$ cat src/rtl/tmr8_shared_pre.sv
module tmr8_shared_pre #(
  parameter int CNT_W  = 8,
  parameter int PRE_W  = 8,
  parameter int RATE_W = 3
) (
  input  logic              clk,
  input  logic              rst_n,
  input  logic              icyc_tick,
  input  logic              ext_in,
  input  logic              wr_cnt,
  input  logic              wr_ctl,
  input  logic [CNT_W-1:0]  wr_data,
  input  logic              clr_flag,
  input  logic              irq_en,
  input  logic              wdg_tick,
  input  logic              wdg_en,
  output logic [CNT_W-1:0]  cnt_q,
  output logic [RATE_W+2:0] ctl_q,
  output logic              ovf_flag,
  output logic              irq,
  output logic              wdg_timeout
);
  localparam int CTL_W  = RATE_W + 3;
  localparam int SRC_B  = RATE_W + 2;
  localparam int EDGE_B = RATE_W + 1;
  localparam int ASGN_B = RATE_W;

  logic [2:0]       ext_m;
  logic [PRE_W-1:0] pcnt;
  logic [PRE_W-1:0] mask;
  logic [1:0]       sync_q;
  logic [1:0]       stall;
  logic             src_evt, wdg_evt, pre_in, pre_tc, tmr_evt, wdg_pulse, inc;
  logic             edge_hit;

  wire asgn_wdg = ctl_q[ASGN_B];
  wire [RATE_W-1:0] rate = ctl_q[RATE_W-1:0];

  assign edge_hit  = ctl_q[EDGE_B] ? (ext_m[2] & ~ext_m[1]) : (ext_m[1] & ~ext_m[2]);
  assign src_evt   = ctl_q[SRC_B] ? edge_hit : icyc_tick;
  assign wdg_evt   = wdg_tick & wdg_en;
  assign pre_in    = asgn_wdg ? wdg_evt : src_evt;
  assign mask      = asgn_wdg ? ~({PRE_W{1'b1}} << rate)
                              : ~({{(PRE_W-1){1'b1}}, 1'b0} << rate);
  assign pre_tc    = pre_in && ((pcnt & mask) == mask);
  assign tmr_evt   = asgn_wdg ? src_evt : pre_tc;
  assign wdg_pulse = asgn_wdg ? pre_tc : wdg_evt;
  assign inc       = sync_q[1] && (stall == 2'd0);
  assign irq       = ovf_flag & irq_en;

  always_ff @(posedge clk or negedge rst_n) begin
    if (!rst_n) begin
      ext_m       <= '0;
      sync_q      <= '0;
      wdg_timeout <= 1'b0;
    end else begin
      ext_m       <= {ext_m[1:0], ext_in};
      sync_q      <= {sync_q[0], tmr_evt};
      wdg_timeout <= wdg_pulse;
    end
  end

  always_ff @(posedge clk or negedge rst_n) begin
    if (!rst_n)                 pcnt <= '0;
    else if (wr_cnt && !asgn_wdg) pcnt <= '0;
    else if (pre_in)            pcnt <= pcnt + 1'b1;
  end

  always_ff @(posedge clk or negedge rst_n) begin
    if (!rst_n)                        stall <= 2'd0;
    else if (wr_cnt)                   stall <= 2'd2;
    else if (icyc_tick && stall != 2'd0) stall <= stall - 2'd1;
  end

  always_ff @(posedge clk or negedge rst_n) begin
    if (!rst_n)      cnt_q <= '0;
    else if (wr_cnt) cnt_q <= wr_data;
    else if (inc)    cnt_q <= cnt_q + 1'b1;
  end

  always_ff @(posedge clk or negedge rst_n) begin
    if (!rst_n)                    ovf_flag <= 1'b0;
    else if (inc && (&cnt_q) && !wr_cnt) ovf_flag <= 1'b1;
    else if (clr_flag)             ovf_flag <= 1'b0;
  end

  always_ff @(posedge clk or negedge rst_n) begin
    if (!rst_n)      ctl_q <= '1;
    else if (wr_ctl) ctl_q <= wr_data[CTL_W-1:0];
  end
endmodule

$ cat config.mk
export PLATFORM = sky130hd
export DESIGN_NAME = tmr8_shared_pre
export DESIGN_NICKNAME = d
export VERILOG_FILES = /design/src/rtl/tmr8_shared_pre.sv
export SDC_FILE = /design/constraint.sdc
export NUM_CORES = 1
export LEC_CHECK = 0
export ABC_AREA = 1
export BUFFER_PORTS_ARGS = -buffer_cell sky130_fd_sc_hd__buf_2
export CELL_PAD_IN_SITES_DETAIL_PLACEMENT = 0
export CELL_PAD_IN_SITES_GLOBAL_PLACEMENT = 1
export CORE_ASPECT_RATIO = 0.75
export CORE_MARGIN = 3
export CORE_UTILIZATION = 38
export DETAILED_ROUTE_END_ITERATION = 10
export PLACE_DENSITY_LB_ADDON = 0.1
export SYNTH_ARGS = -nofsm -noshare
export SYNTH_HDL_FRONTEND = slang
export SYNTH_SLANG_ARGS = --single-unit
$ cat constraint.sdc
create_clock -name clk -period 1.7 [get_ports clk]
set_input_delay 0.425 -clock clk [delete_from_list [all_inputs] [get_ports clk]]
set_output_delay 0.425 -clock clk [all_outputs]
set_load 0.02 [all_outputs]
==> impl_summary.txt <==
----------------------------------------------------
[Timing]
  Normalized max-slew margin ... 0.738
  Share of the cycle needed by the critical path after routing ... 0.898
  Final Hold Viols ... 0
  Max Slew Vio Count ... 0
  Setup repair after global routing missed its margin ... false
  Largest clock skew in the final design ... roughly 0.0042 ns
  Slew at the pin closest to its max-slew limit ... approximately 0.39 ns
  Setup Total Neg Slack ... 0 ns
  Final setup violation count ... 0
  Maximum clock frequency ... 655 MHz
  Crit path time final ... 1.53 ns
  Worst hold slack ... ~0.14 ns

[Route]
  Number of routed nets with antenna violations ... 0
  Number of DRC markers in iteration 0 ... 46
  Post-Route WL ... between 3000 and 4000 um
  Total DRC errors in the routed layout ... 0
  Via Count ... between 1,000 and 1,500
  Number of optimization iterations in the first detailed-route pass ... 4
  Post-DR vias/cell ... around 4.6
  Routed wire per std cell ... approximately 12 um

[Clock tree]
  Clock Tree Root ... sky130_fd_sc_hd__clkbuf_8
  Longest Clk Path Bufs ... 2
  CTS-repair resized insts ... 0
  Clock latency reported for the late side of the worst-skew pair ... roughly 0.29 ns
  CTS clk-pin slew, worst paths ... ~0.070 ns
  Number of buffers inserted to repair setup after CTS ... 0
  Maximum level of the CTS H-tree ... 2
  Number of clock buffers inserted by TritonCTS ... 5
  Sinks on Clock Net ... 31
  TritonCTS clock tree ... done
  CTS Hold Bufs ... 0

[Run status]
  Result of the run ... complete, no violations

[Setup path]
  Crit path kind ... reg2out
  Required time of the critical path ... around 1.3 ns
  Crit. End Element ... output port
  Dominant delay contributor by cell family on the critical path ... flip-flops
  Worst stage delay on the critical path ... between 0.6 and 0.7 ns
  Buffers & Inverters on Critical Path ... 1
  Worst path arrival time ... between 1 and 1.5 ns
  Reg-to-reg slack, setup ... 0.36 ns
  Largest fanout on the critical path ... 8
  CP startpoint kind ... flip-flop
  Highest-delay cell along the critical path ... sky130_fd_sc_hd__dfstp_2
  List of cells traversed by the critical path ... buf_2

[Logic synthesis]
  Leading cell types by total area after synthesis ... sky130_fd_sc_hd__dfrtp_1 39%, sky130_fd_sc_hd__nand2_1 16%, sky130_fd_sc_hd__dfstp_2 9.7%
  Post-synthesis register bit count ... 31
  Distinct cell type count after synthesis ... 25
  Number of warnings reported in the yosys synthesis log ... 0
  Sequential-to-total area share from yosys stat ... 0.482
  Number of cells produced by synthesis ... ~210
  Library cell occupying the most area in the post-synthesis netlist ... sky130_fd_sc_hd__dfrtp_1
  Area share of the leading cell type in the synthesized netlist ... 0.385
  Combined area of all synthesized cells ... roughly 0.0016 sq mm
  Synthesized netlist net count ... 233
  Avg Inst Size Synth ... around 7.7 sq um

[Power]
  VDD IR max ... 0.489 mV
  Leakage power ... between 0.001 and 0.0015 uW
  Sequential fraction of design power ... 0.469
  Part of the power in the clock network ... 0.336
  Net switching power ... 609 uW
  Power per Cell Area ... about 1000 mW/mm^2
  Proportion of total power due to net switching ... 0.312
  Power share of the combinational group ... 0.195
  Int Power ... between 1000 and 1500 uW

[Floorplan]
  Starting Density ... 0.419
  Top-level I/O count ... 35
  Number of rows created at floorplan ... 19
  Total die area ... roughly 0.0051 sq mm
  Floorplan die width ... 81.5 um
  Area inside the core boundary ... 0.00387 sq mm
  Chip Height ... 62.6 um

[Final layout]
  Fraction of final layout cells sized beyond drive strength 1 ... 0.222
  Post-Layout Cell Count ... a little over 300
  Final design instance area without fill ... just under 0.002 sq mm
  Layout overhead on the synthesized area ... 19.9%
  Count of filler cells inserted in the layout ... a little under 400
  Antenna diodes ... 0
  Number of nets in the final layout ... around 270

[Placed design]
  Buffers on Ports ... 34
  Cell Area, Placed ... approximately 0.0018 sq mm
  Routability congestion estimate from global placement ... around 0.82
  Number of instances in the placed design ... slightly below 300
  Final HPWL from detailed placement ... 2710 um

[GRT]
  Vias in the first global route ... 1,260
  Overall fraction of global-route tracks in use ... 0.160
  Gr busiest metal ... met1
  Antenna violations before repair ... 0
  Grt met3 use ... 0.0447
  Largest net degree at the start of global routing ... 32
  Total global routing overflow ... 0
  GR Util met2 ... 0.195
  First-pass GRT wire length ... just over 6000 um
  Met1 Usage GRT ... 0.248

[Min path]
  Worst min path class ... in2async

[Flow run]
  Max-cap check violation count ... 0

----------------------------------------------------
-- layout make-up --
| cell class | instances | area [sq um] | share of cell area |
|---|---|---|---|
| multi-input combinational | 148 | 708 | 0.364 |
| tap | 52 | 65.1 | 0.0334 |
| clock buffer | 8 | 100 | 0.0514 |
| sequential | 31 | 783 | 0.402 |
| inverter | 30 | 113 | 0.0578 |
| timing repair buffer | 35 | 178 | 0.0913 |
-- layout by cell type, fill, tap and decap left out, drive strengths merged, types with 2 or more instances in the layout --
master,instances
dfrtp,25
xnor2,3
nand3,19
nand4,2
clkbuf,8
o211ai,3
a21oi,7
xor2,3
o21ai,17
ha,3
nand2,70
inv,30
nor2,16
buf,35
dfstp,6
-- metrics by stage --
step	utilization	power, uW	setup WS, ns
floorplan	-	1180	0.394
global placement	0.477	1320	0.354
detailed placement	0.477	1310	0.358
CTS	0.502	1970	0.173
global route	0.502	2090	0.143
finish	0.502	1950	0.173
-- cells by family after synthesis --
| family | synth area share |
|---|---|
| AND/OR/NAND/NOR | 0.273 |
| adder cells (fa/ha/maj) | 0.0231 |
| XOR/XNOR | 0.0324 |
| flip-flops | 0.482 |
| multiplexers | 0.00693 |
| buffers and inverters | 0.0817 |
| AO/OA/AOI/OAI | 0.101 |
-- worst register-to-register path, cell delays in order (launching register included) --
cell	delay [ns]
sky130_fd_sc_hd__dfstp_2	0.54
sky130_fd_sc_hd__inv_1	0.05
sky130_fd_sc_hd__nand3_1	0.07
sky130_fd_sc_hd__nand2_1	0.07
sky130_fd_sc_hd__nand2_1	0.06
sky130_fd_sc_hd__nand3_1	0.07
sky130_fd_sc_hd__nand2_2	0.25
sky130_fd_sc_hd__nand2_1	0.09
sky130_fd_sc_hd__o21ai_1	0.08
-- synth_stat cells --
master,count
sky130_fd_sc_hd__a21boi_0,1
sky130_fd_sc_hd__a21oi_1,7
sky130_fd_sc_hd__buf_2,1
sky130_fd_sc_hd__buf_6,1
sky130_fd_sc_hd__clkbuf_1,1
sky130_fd_sc_hd__dfrtp_1,25
sky130_fd_sc_hd__dfstp_2,6
sky130_fd_sc_hd__ha_1,3
sky130_fd_sc_hd__inv_1,26
sky130_fd_sc_hd__inv_2,4
sky130_fd_sc_hd__mux2_2,1
sky130_fd_sc_hd__nand2_1,68
sky130_fd_sc_hd__nand2_2,2
sky130_fd_sc_hd__nand3_1,19
sky130_fd_sc_hd__nand4_1,2
sky130_fd_sc_hd__nor2_1,15
sky130_fd_sc_hd__nor2_2,1
sky130_fd_sc_hd__nor3_1,1
sky130_fd_sc_hd__o211ai_1,3
sky130_fd_sc_hd__o21ai_0,8
sky130_fd_sc_hd__o21ai_1,9
sky130_fd_sc_hd__o21bai_1,1
sky130_fd_sc_hd__o22ai_1,1
sky130_fd_sc_hd__xnor2_1,3
sky130_fd_sc_hd__xor2_1,3
-- flip-flops by register name, summed over array words and instances, names as in the netlist --
signal	cells
ext_m	3
cnt_q	8
ovf_flag	1
ctl_q	6
sync_q	2
pcnt	8
stall	2
wdg_timeout	1
-- power by group through the flow --
| stage | Combinational [uW] | Sequential (uW) | Clock [uW] |
|---|---|---|---|
| final | 381 | 916 | 656 |
| after global routing | 450 | 931 | 705 |
| after CTS | 389 | 916 | 667 |
| after detailed placement | 386 | 929 | 0 |
| after global placement | 386 | 929 | 0 |
| after floorplan | 231 | 953 | 0 |
-- layer usage --
| metal | up-vias | part of all wire |
|---|---|---|
| li1 | 750 | - |
| met1 | 610 | 0.55 |
| met2 | 32 | 0.37 |
| met3 | 7 | 0.059 |
| met4 | 0 | 0.021 |
| met5 | - | 0 |
-- path summary, 6_finish.rpt --
check | depth (start not counted) | to | start
worst min register to register | 0 | ext_m[1]$_DFF_PN0_ | ext_m[0]$_DFF_PN0_
worst max register to register | 8 | pcnt[2]$_DFFE_PN0P_ | ctl_q[4]$_DFFE_PN1P_
worst min-delay path | 2 | sync_q[0]$_DFF_PN0_ | rst_n
worst max-delay path | 1 | ctl_q[3] | ctl_q[3]$_DFFE_PN1P_
max in group asynchronous | 2 | ctl_q[1]$_DFFE_PN1P_ | rst_n
min in group clk | 1 | ext_m[0]$_DFF_PN0_ | ext_in
Power figures use the tool's default switching activity.
